[config.mk]
export PLATFORM = sky130hd
export DESIGN_NAME = sram_async_ctrl
export DESIGN_NICKNAME = d
export VERILOG_FILES = /design/src/rtl/sram_ctrl_pkg.sv /design/src/rtl/sram_phase_timer.sv /design/src/rtl/sram_access_seq.sv /design/src/rtl/sram_data_path.sv /design/src/rtl/sram_async_ctrl.sv
export SDC_FILE = /design/constraint.sdc
export NUM_CORES = 1
export LEC_CHECK = 0
export ABC_AREA = 1
export BUFFER_PORTS_ARGS = -buffer_cell sky130_fd_sc_hd__buf_2
export CAP_MARGIN = 20
export CELL_PAD_IN_SITES_DETAIL_PLACEMENT = 2
export CELL_PAD_IN_SITES_GLOBAL_PLACEMENT = 2
export CORE_MARGIN = 10
export CORE_UTILIZATION = 27
export CTS_BUF_LIST = sky130_fd_sc_hd__clkbuf_4 sky130_fd_sc_hd__clkbuf_8
export CTS_CLUSTER_DIAMETER = 120
export DETAILED_ROUTE_END_ITERATION = 10
export PLACE_DENSITY_LB_ADDON = 0.1
export SETUP_SLACK_MARGIN = 0.05
export SLEW_MARGIN = 10
export SYNTH_ARGS = -nofsm -noshare
export SYNTH_HDL_FRONTEND = slang
export SYNTH_SLANG_ARGS = --single-unit
[constraint.sdc]
create_clock -name clk -period 1.4 [get_ports clk]
set_input_delay 0.07 -clock clk [delete_from_list [all_inputs] [get_ports clk]]
set_output_delay 0.07 -clock clk [all_outputs]
set_load 0.1 [all_outputs]
[src/rtl/sram_ctrl_pkg.sv]
`timescale 1ns/1ps
package sram_ctrl_pkg;

   typedef enum logic [2:0] {
      ST_IDLE     = 3'd0,
      ST_RD_ACC   = 3'd1,
      ST_RD_TURN  = 3'd2,
      ST_WR_SETUP = 3'd3,
      ST_WR_PULSE = 3'd4,
      ST_WR_HOLD  = 3'd5
   } seq_state_e;

   typedef struct packed {
      logic sel_n;
      logic sel;
      logic rd_en_n;
      logic wr_n;
      logic drv;
   } pin_ctl_t;

   localparam pin_ctl_t PIN_IDLE = '{sel_n: 1'b1, sel: 1'b0, rd_en_n: 1'b1, wr_n: 1'b1, drv: 1'b0};

   // whole clock cycles covering a nanosecond minimum, at least one
   function automatic int phase_cycles(input int t_ns, input int clk_ns);
      int c;
      c = (t_ns + clk_ns - 1) / clk_ns;
      if (c < 1) c = 1;
      return c;
   endfunction

   function automatic int max_of(input int a, input int b);
      return (a > b) ? a : b;
   endfunction

endpackage

[src/rtl/sram_phase_timer.sv]
`timescale 1ns/1ps
module sram_phase_timer #(
   parameter int CNT_W = 3
) (
   input  logic             clk,
   input  logic             rst_n,
   input  logic             clear,
   output logic [CNT_W-1:0] cnt,
   output logic [CNT_W-1:0] cnt_nxt
);

   assign cnt_nxt = clear ? '0 : cnt + 1'b1;

   always_ff @(posedge clk or negedge rst_n) begin
      if (!rst_n) cnt <= '0;
      else        cnt <= cnt_nxt;
   end

endmodule

[src/rtl/sram_access_seq.sv]
`timescale 1ns/1ps
module sram_access_seq
   import sram_ctrl_pkg::*;
#(
   parameter int CNT_W   = 3,
   parameter int C_RD    = 5,
   parameter int C_TA    = 2,
   parameter int C_HZ    = 3,
   parameter int C_WEL   = 6,
   parameter bit OUT_REG = 1'b1
) (
   input  logic             clk,
   input  logic             rst_n,
   input  logic             req,
   input  logic             req_we,
   input  logic [CNT_W-1:0] cnt,
   input  logic [CNT_W-1:0] cnt_nxt,
   output logic             clear,
   output seq_state_e       state,
   output logic             accept,
   output logic             capture,
   output logic             done,
   output pin_ctl_t         ctl
);

   seq_state_e state_d;

   function automatic pin_ctl_t decode(input seq_state_e st, input logic [CNT_W-1:0] c);
      pin_ctl_t p;
      p = PIN_IDLE;
      case (st)
         ST_RD_ACC: begin
            p.sel_n   = 1'b0;
            p.sel     = 1'b1;
            p.rd_en_n = 1'b0;
         end
         ST_WR_SETUP: begin
            p.sel_n = 1'b0;
            p.sel   = 1'b1;
         end
         ST_WR_PULSE: begin
            p.sel_n = 1'b0;
            p.sel   = 1'b1;
            p.wr_n  = 1'b0;
            p.drv   = (c >= CNT_W'(C_HZ));
         end
         ST_WR_HOLD: begin
            p.sel_n = 1'b0;
            p.sel   = 1'b1;
            p.drv   = 1'b1;
         end
         default: p = PIN_IDLE;
      endcase
      return p;
   endfunction

   always_comb begin
      state_d = state;
      case (state)
         ST_IDLE:     if (req) state_d = req_we ? ST_WR_SETUP : ST_RD_ACC;
         ST_RD_ACC:   if (cnt == CNT_W'(C_RD - 1)) state_d = ST_RD_TURN;
         ST_RD_TURN:  if (cnt == CNT_W'(C_TA - 1)) state_d = ST_IDLE;
         ST_WR_SETUP: state_d = ST_WR_PULSE;
         ST_WR_PULSE: if (cnt == CNT_W'(C_WEL - 1)) state_d = ST_WR_HOLD;
         ST_WR_HOLD:  state_d = ST_IDLE;
         default:     state_d = ST_IDLE;
      endcase
   end

   assign clear   = (state_d != state);
   assign accept  = (state == ST_IDLE) && req;
   assign capture = (state == ST_RD_ACC) && (cnt == CNT_W'(C_RD - 1));

   always_ff @(posedge clk or negedge rst_n) begin
      if (!rst_n) begin
         state <= ST_IDLE;
         done  <= 1'b0;
      end else begin
         state <= state_d;
         done  <= (state != ST_IDLE) && (state_d == ST_IDLE);
      end
   end

   generate
      if (OUT_REG) begin : g_pins_reg
         pin_ctl_t ctl_q;
         always_ff @(posedge clk or negedge rst_n) begin
            if (!rst_n) ctl_q <= PIN_IDLE;
            else        ctl_q <= decode(state_d, cnt_nxt);
         end
         assign ctl = ctl_q;
      end else begin : g_pins_comb
         assign ctl = decode(state, cnt);
      end
   endgenerate

endmodule

[src/rtl/sram_data_path.sv]
`timescale 1ns/1ps
module sram_data_path #(
   parameter int ADDR_W = 17,
   parameter int DATA_W = 8
) (
   input  logic              clk,
   input  logic              rst_n,
   input  logic              accept,
   input  logic              capture,
   input  logic [ADDR_W-1:0] req_addr,
   input  logic [DATA_W-1:0] req_wdata,
   input  logic [DATA_W-1:0] mem_din,
   output logic [ADDR_W-1:0] mem_addr,
   output logic [DATA_W-1:0] mem_dout,
   output logic [DATA_W-1:0] rd_data
);

   always_ff @(posedge clk or negedge rst_n) begin
      if (!rst_n) begin
         mem_addr <= '0;
         mem_dout <= '0;
         rd_data  <= '0;
      end else begin
         if (accept) begin
            mem_addr <= req_addr;
            mem_dout <= req_wdata;
         end
         if (capture) rd_data <= mem_din;
      end
   end

endmodule

[src/rtl/sram_async_ctrl.sv]
`timescale 1ns/1ps
module sram_async_ctrl
   import sram_ctrl_pkg::*;
#(
   parameter int ADDR_W    = 17,
   parameter int DATA_W    = 8,
   parameter int CLK_NS    = 4,
   parameter int T_AA_NS   = 20,
   parameter int T_DOE_NS  = 9,
   parameter int T_HZOE_NS = 7,
   parameter int T_HZWE_NS = 10,
   parameter int T_PWE_NS  = 12,
   parameter int T_AW_NS   = 15,
   parameter int T_SD_NS   = 10,
   parameter int T_WC_NS   = 20,
   parameter bit OUT_REG   = 1'b1
) (
   input  logic              clk,
   input  logic              rst_n,
   input  logic              req,
   input  logic              req_we,
   input  logic [ADDR_W-1:0] req_addr,
   input  logic [DATA_W-1:0] req_wdata,
   output logic              busy,
   output logic              done,
   output logic [DATA_W-1:0] rd_data,
   output logic [ADDR_W-1:0] mem_addr,
   output logic              mem_sel_n,
   output logic              mem_sel,
   output logic              mem_rd_en_n,
   output logic              mem_wr_n,
   output logic [DATA_W-1:0] mem_dout,
   output logic              mem_dout_en,
   input  logic [DATA_W-1:0] mem_din
);

   localparam int C_RD  = max_of(phase_cycles(T_AA_NS, CLK_NS), phase_cycles(T_DOE_NS, CLK_NS));
   localparam int C_TA  = phase_cycles(T_HZOE_NS, CLK_NS);
   localparam int C_HZ  = phase_cycles(T_HZWE_NS, CLK_NS);
   localparam int C_SD  = phase_cycles(T_SD_NS, CLK_NS);
   localparam int C_WEL = max_of(max_of(phase_cycles(T_PWE_NS, CLK_NS), C_HZ + C_SD),
                                 max_of(phase_cycles(T_AW_NS, CLK_NS) - 1,
                                        phase_cycles(T_WC_NS, CLK_NS) - 2));
   localparam int C_MAX = max_of(max_of(C_RD, C_TA), C_WEL);
   localparam int CNT_W = $clog2(C_MAX + 1);

   generate
      if (ADDR_W < 1 || ADDR_W > 32) begin : g_bad_addr
         $error("ADDR_W must lie in 1..32");
      end
      if (DATA_W < 1) begin : g_bad_data
         $error("DATA_W must be at least 1");
      end
      if (CLK_NS < 1) begin : g_bad_clk
         $error("CLK_NS must be at least 1");
      end
      if (C_WEL <= C_HZ) begin : g_bad_pulse
         $error("write pulse leaves no data setup window");
      end
   endgenerate

   logic             clear;
   logic [CNT_W-1:0] cnt;
   logic [CNT_W-1:0] cnt_nxt;
   seq_state_e       state;
   logic             accept;
   logic             capture;
   pin_ctl_t         ctl;

   sram_phase_timer #(.CNT_W(CNT_W)) u_timer (
      .clk     (clk),
      .rst_n   (rst_n),
      .clear   (clear),
      .cnt     (cnt),
      .cnt_nxt (cnt_nxt)
   );

   sram_access_seq #(
      .CNT_W   (CNT_W),
      .C_RD    (C_RD),
      .C_TA    (C_TA),
      .C_HZ    (C_HZ),
      .C_WEL   (C_WEL),
      .OUT_REG (OUT_REG)
   ) u_seq (
      .clk     (clk),
      .rst_n   (rst_n),
      .req     (req),
      .req_we  (req_we),
      .cnt     (cnt),
      .cnt_nxt (cnt_nxt),
      .clear   (clear),
      .state   (state),
      .accept  (accept),
      .capture (capture),
      .done    (done),
      .ctl     (ctl)
   );

   sram_data_path #(.ADDR_W(ADDR_W), .DATA_W(DATA_W)) u_data (
      .clk       (clk),
      .rst_n     (rst_n),
      .accept    (accept),
      .capture   (capture),
      .req_addr  (req_addr),
      .req_wdata (req_wdata),
      .mem_din   (mem_din),
      .mem_addr  (mem_addr),
      .mem_dout  (mem_dout),
      .rd_data   (rd_data)
   );

   assign busy        = (state != ST_IDLE);
   assign mem_sel_n   = ctl.sel_n;
   assign mem_sel     = ctl.sel;
   assign mem_rd_en_n = ctl.rd_en_n;
   assign mem_wr_n    = ctl.wr_n;
   assign mem_dout_en = ctl.drv;

endmodule

# After elaboration in Yosys (flattened, before gate mapping)
# Index checks and enable logic that the tools add are counted.
[classes] n_addsub=1 n_lt_le_gt_ge=1 n_eq_ne=12 muxes=11 n_reduce_logical=7
[ops] op="$eq 3x3->1 const B" n=5
[ops] op="$mux 3" n=5
[ops] op="$pmux 3 s5" n=1
[ops] op="$eq 3x1->1 const B" n=3
[ops] op="$eq 3x2->1 const B" n=3
[ops] op="$logic_not 3->1" n=2
[ops] op="$mux 2" n=2
[ops] op="$reduce_or 4->1" n=1
[ops] op="$add 3x1->3 const B" n=1
[ops] op="$ge 3x2->1 const B" n=1
[ops] op="$logic_and 1x1->1" n=3
[ops] op="$ne 3x3->1" n=1
[ops] op="$reduce_bool 3->1" n=1
[ops] op="$mux 1" n=2
[ops] op="$pmux 1 s2" n=1
[word_totals] reg_bits=45 elab_cells=43

# Logic depth before layout (Yosys ltp)
[logic_depth] depth_word=7 depth_mapped=13 depth_no_buf=13

# By module
# From an unflattened synthesis, not the netlist that was laid out.
[unflattened] hier_cells=215 area_unflattened_um2=1889.3
[modules_own_cells] mod="sram_data_path" n_inst=1 cells_per_inst=140 area_per_inst_um2=1270.0 seq_area_each_um2=825.8
[modules_own_cells] mod="sram_access_seq" n_inst=1 cells_per_inst=60 area_per_inst_um2=488.0 seq_area_each_um2=229.0
[modules_own_cells] mod="sram_phase_timer" n_inst=1 cells_per_inst=12 area_per_inst_um2=120.1 seq_area_each_um2=75.1
[modules_own_cells] mod="sram_async_ctrl" n_inst=1 cells_per_inst=3 area_per_inst_um2=11.3 seq_area_each_um2=0.0

# Least setup slack after synthesis
# No wires, ideal clock.
[synth_timing] path_kind="register to register" startpoint="register u_seq.state[0]" endpoint="register u_seq.done" setup_ns=0.123 t_arrival_ns=1.522 required_time_ns=1.277 path_slack_ns=-0.245 stages_incl_launch_ff=5 path_buffers=0 period_less_slack_ns=1.645 cell_sequence="dfrtp_1 nor2_2 nand2_1 nand2_1 nor3_1"
[synth_via] elab_cells_between_ends=13
[synth_lines] element="start, declared" line_no="sram_access_seq.sv:19" rtl="output seq_state_e state,"
[synth_lines] element="start signal, assigned" line_no="sram_access_seq.sv:79" rtl="state <= state_d;"
[synth_lines] element="$reduce_bool 3->1"
[synth_lines] element="net busy" line_no="sram_async_ctrl.sv:24" rtl="output logic busy,"
[synth_lines] element="$logic_and 1x1->1" line_no="sram_access_seq.sv:80" rtl="done <= (state != ST_IDLE) && (state_d == ST_IDLE);"
[synth_lines] element="end signal, assigned" line_no="sram_access_seq.sv:80"
[synth_lines] element="end, declared" line_no="sram_access_seq.sv:22" rtl="output logic done,"
# The timed path passes the listed nets, and every way through them passes these cells.
# A chain may end at the register's enable or synchronous reset.

# Worst setup path after layout
[layout_timing] startpoint="register u_timer.cnt[0]" endpoint="register u_timer.cnt[0]"
[layout_via] elab_chain_cells=5 elab_cells_between_ends=10
[layout_lines] element="start, declared" line_no="sram_phase_timer.sv:8" rtl="output logic [CNT_W-1:0] cnt,"
[layout_lines] element="start signal, assigned" line_no="sram_phase_timer.sv:16" rtl="else cnt <= cnt_nxt;"
[layout_lines] element="$eq 3x3->1, or another cell as far along" line_no="sram_access_seq.sv:64" rtl="ST_WR_PULSE: if (cnt == CNT_W'(C_WEL - 1)) state_d = ST_WR_HOLD;"
[layout_lines] element="$mux 3 (on tied branches)" line_no="sram_access_seq.sv:64, sram_access_seq.sv:61, sram_access_seq.sv:62"
[layout_lines] element="$pmux 3 s5" line_no="sram_access_seq.sv:59" rtl="case (state)"
[layout_lines] element="$ne 3x3->1" line_no="sram_access_seq.sv:70" rtl="assign clear = (state_d != state);"
[layout_lines] element="$mux 3 *" line_no="sram_phase_timer.sv:12" rtl="assign cnt_nxt = clear ? '0 : cnt + 1'b1;"
[layout_lines] element="net cnt_nxt[0]" line_no="sram_async_ctrl.sv:64" rtl="logic [CNT_W-1:0] cnt_nxt;"
# The timed path passes the listed nets; every way through them passes the cells marked *.

==> impl_summary.md <==
Final layout
The signed area change from the synthesized netlist to the final layout is 68.7%. The fraction of layout cells with a size suffix above 1 is 0.618. The final layout contains 319 nets. 0 antenna diodes ended up in the layout. After routing the design area is 0.00307 mm2.

Clock network
The clock passes through at most 2 buffers. The clock tree from TritonCTS is built. The H-tree was split into 2 levels.

In this run the clock root is driven by a sky130_fd_sc_hd__clkbuf_8. At the later pin of the worst-skew pair, clock insertion delay measures 0.30 ns. The clock input transition at the sequential cells of the worst setup and hold paths is 0.09 ns. Counting the buffers created by CTS gives 5. The number of clock sinks seen by CTS is 45.

Yosys
In the synthesized netlist the async set-or-reset flop fraction comes to 1.00. The number of distinct standard cells referenced by the synthesized netlist is 19. The post-synthesis instance total is 153. The number of nets in the synthesized netlist is 193. The share of the Yosys chip area taken by registers is 0.621. The mean post-synth cell area is 11.9 um2. The synthesized design contains 45 register bits. The most used flip-flop cell after synthesis is sky130_fd_sc_hd__dfrtp_1.

The cell taking the most area after synthesis is sky130_fd_sc_hd__dfrtp_1. The cell area after synthesis is 0.00182 mm2. The top-area cell type share of the netlist area is 0.578.

Sorting the synthesized cells by how often they occur yields sky130_fd_sc_hd__dfrtp_1, sky130_fd_sc_hd__nand2_1, sky130_fd_sc_hd__mux2_2, sky130_fd_sc_hd__inv_1. The number of enable-type register cells in the synthesized netlist is 0. The leading cell type by number of instances after synthesis is sky130_fd_sc_hd__dfrtp_1. The number of synthesis warnings is 0. Yosys attributes the largest share of cell area to sky130_fd_sc_hd__dfrtp_1, sky130_fd_sc_hd__mux2_2, sky130_fd_sc_hd__nand2_1.

Die
The floorplan has 29 rows. The die extent in x is 102 um. The overall die area is 0.0104 mm2. In this run the standard cell core region covers 0.00646 mm2. The floorplan step set the die height to 102 um. The starting utilization of the core area is 0.281. The total I/O pin count is 77.

Setup path
The required time at the endpoint of the critical path is 1.63 ns. The sort of element at the end of the critical path is a flop. The worst setup path is of the reg -> reg kind. Data on the critical path arrives at its endpoint at 1.76 ns.

The most critical setup path has its startpoint at u_timer.cnt[0]. The beginning of the worst register-to-register path is u_timer.cnt[0]. The maximum fanout along the worst path is 3. STA classifies the critical path startpoint as a flop.

Placement
The number of port buffers is 76. The placed standard-cell area is 0.00239 mm2. The sum of net half-perimeters after detailed placement is 4440 um. The routability congestion estimate is 0.766.

Hold path
The type of the most critical hold path is in -> reg. The worst hold path begins at req_addr[13].

GRT
Entering global routing, the biggest net connects 30 pins. For this run, the total global-route usage over all layers was measured as 0.122. The global route total overflow is 0. The number of antenna violations at the first check in global routing came to 0.

The first-pass GRT wire length is 9830 um. The number of global-route vias before repair is 1806.

Route
Summing over every cut layer, the via total after detailed routing is 1610. For this run, the detailed router's first-pass iteration total came to 4. The iteration-0 DRC count of the detailed router is 35. Dividing the detail-routed via count by the number of cells gives 4.51. The final wirelength is 6890 um. The remaining antenna violation count is 0. After detailed routing, the average wire length per cell comes to 19.3 um. In the routed design, unresolved DRC markers number 0.

STA
The relative slew slack is 0.664. Setup repair after global routing could not meet its margin everywhere. The max-slew violation total from the final report came to 0. The final worst-path setup slack is -0.137 ns. The setup-violating endpoint count in the final report is 35. The highest achievable clock rate is 651 MHz. The worst hold slack is 0.0109 ns. The post-layout minimum cycle time is 1.54 ns. The final period utilization is 1.10.

Between clock sinks in the finished design, the worst skew comes to 0.00827 ns. The final hold violation count was 0. The actual transition at the worst max-transition pin is 0.507 ns.

Job
The reported max-cap violation count is 0.

Outcome
The checks that failed: setup timing. The flow ran to the end, but the final reports show violations.
## cells in the final DEF, fill, tap and decap left out
cell / synthesis / layout
sky130_fd_sc_hd__buf_12: 0 / 3
sky130_fd_sc_hd__buf_16: 0 / 2
sky130_fd_sc_hd__buf_2: 2 / 74
sky130_fd_sc_hd__buf_4: 0 / 15
sky130_fd_sc_hd__buf_6: 1 / 5
sky130_fd_sc_hd__bufinv_16: 0 / 1
sky130_fd_sc_hd__clkbuf_16: 0 / 1
sky130_fd_sc_hd__clkbuf_4: 0 / 1
sky130_fd_sc_hd__clkbuf_8: 0 / 6
sky130_fd_sc_hd__clkinvlp_4: 0 / 2
sky130_fd_sc_hd__dfrtp_1: 42 / 40
sky130_fd_sc_hd__dfrtp_2: 0 / 2
sky130_fd_sc_hd__dfstp_2: 3 / 3
sky130_fd_sc_hd__dlygate4sd3_1: 0 / 21
sky130_fd_sc_hd__ha_1: 3 / 1
sky130_fd_sc_hd__ha_4: 0 / 2
sky130_fd_sc_hd__inv_1: 11 / 5
sky130_fd_sc_hd__inv_2: 3 / 6
sky130_fd_sc_hd__inv_4: 0 / 2
sky130_fd_sc_hd__mux2_2: 25 / 24
sky130_fd_sc_hd__mux2_4: 0 / 1
sky130_fd_sc_hd__nand2_1: 40 / 32
sky130_fd_sc_hd__nand2_2: 0 / 6
sky130_fd_sc_hd__nand2_4: 0 / 2
sky130_fd_sc_hd__nand3_2: 2 / 4
sky130_fd_sc_hd__nand3_4: 1 / 4
sky130_fd_sc_hd__nand3b_1: 1 / 1
sky130_fd_sc_hd__nand4_1: 3 / 3
sky130_fd_sc_hd__nor2_1: 5 / 3
sky130_fd_sc_hd__nor2_4: 0 / 5
sky130_fd_sc_hd__nor3_2: 0 / 1
sky130_fd_sc_hd__o21ai_2: 0 / 1
sky130_fd_sc_hd__xor2_1: 1 / 1
## per-layer routing
layer / vias to the layer above / global-route usage / wire length [um]
li1: 746 / - / -
met1: 812 / 0.123 / 2490
met2: 46 / 0.234 / 3950
met3: 6 / 0.0398 / 395
met4: 0 / 0.0325 / 59
met5: - / 0 / 0
## sequential cells by signal (all words and copies together) (netlist names)
name / flops
u_data.mem_addr: 17
u_data.mem_dout: 8
u_data.rd_data: 8
u_seq.ctl: 5
u_seq.state: 3
u_timer.cnt: 3
u_seq.done: 1
## cell type report
class,count,area (um2)
sequential,45,1130
inverter,14,61.3
fill,666,3390
tap,77,96.3
multi-input combinational,91,759
timing repair buffer,122,897
clock inverter,2,37.5
clock buffer,6,82.6
## through the flow
step                setup slack [ns]  setup TNS [ns]   util  std cells
finish                        -0.137           -2.89  0.475        357
global route                  -0.266           -6.34  0.475        357
CTS                           -0.125          -0.915  0.441        345
detailed placement            -0.186           -1.62  0.370        315
global placement              -0.113          -0.341  0.370        315
floorplan                    -0.0418          -0.145      -        153
## path summary, 6_finish.rpt
| check | endpoint | slack (ns) | cells past startpoint |
|---|---|---|---|
| worst max-delay path | u_timer.cnt[0] | -0.14 | 11 |
| worst min-delay path | u_data.mem_addr[13] | 0.01 | 2 |
| worst max register to register | u_timer.cnt[0] | -0.14 | 11 |
| worst min register to register | u_data.rd_data[2] | 0.49 | 2 |
| max in group asynchronous | u_seq.ctl[2] | 0.57 | 3 |
| min in group asynchronous | u_data.mem_dout[2] | 0.24 | 2 |
## worst max-delay path, stage by stage (launching register included)
cell,delay (ns)
sky130_fd_sc_hd__dfrtp_2,0.45
sky130_fd_sc_hd__inv_2,0.09
sky130_fd_sc_hd__ha_4,0.14
sky130_fd_sc_hd__nand2_4,0.07
sky130_fd_sc_hd__inv_4,0.07
sky130_fd_sc_hd__nand3_4,0.09
sky130_fd_sc_hd__nand4_1,0.13
sky130_fd_sc_hd__nand2_2,0.08
sky130_fd_sc_hd__nor2_4,0.12
sky130_fd_sc_hd__buf_4,0.12
sky130_fd_sc_hd__inv_1,0.04
sky130_fd_sc_hd__nor2_1,0.08
## logic make-up (layout without fill, tap and decap cells)
kind of cell    Yosys count  after routing  share of synthesized area
simple gates             61             61                      0.155
flops                    45             45                      0.621
mux                      25             25                      0.155
buf+inv                  17            144                     0.0406
fa+ha+maj                 3              3                     0.0206
compound gates            1              1                    0.00275
xor+xnor                  1              1                    0.00482
## repair_timing
action,in CTS,in global routing
hold buffers,16,5
pin swaps,11,10
endpoints found under the setup margin,42,45
buffers inserted,4,7
gates cloned,2,1
endpoints found under the hold margin,30,5
resized for setup,27,30
Power is not shown: default switching activity piles up to over one toggle a cycle in this logic, so the estimate is an artifact.
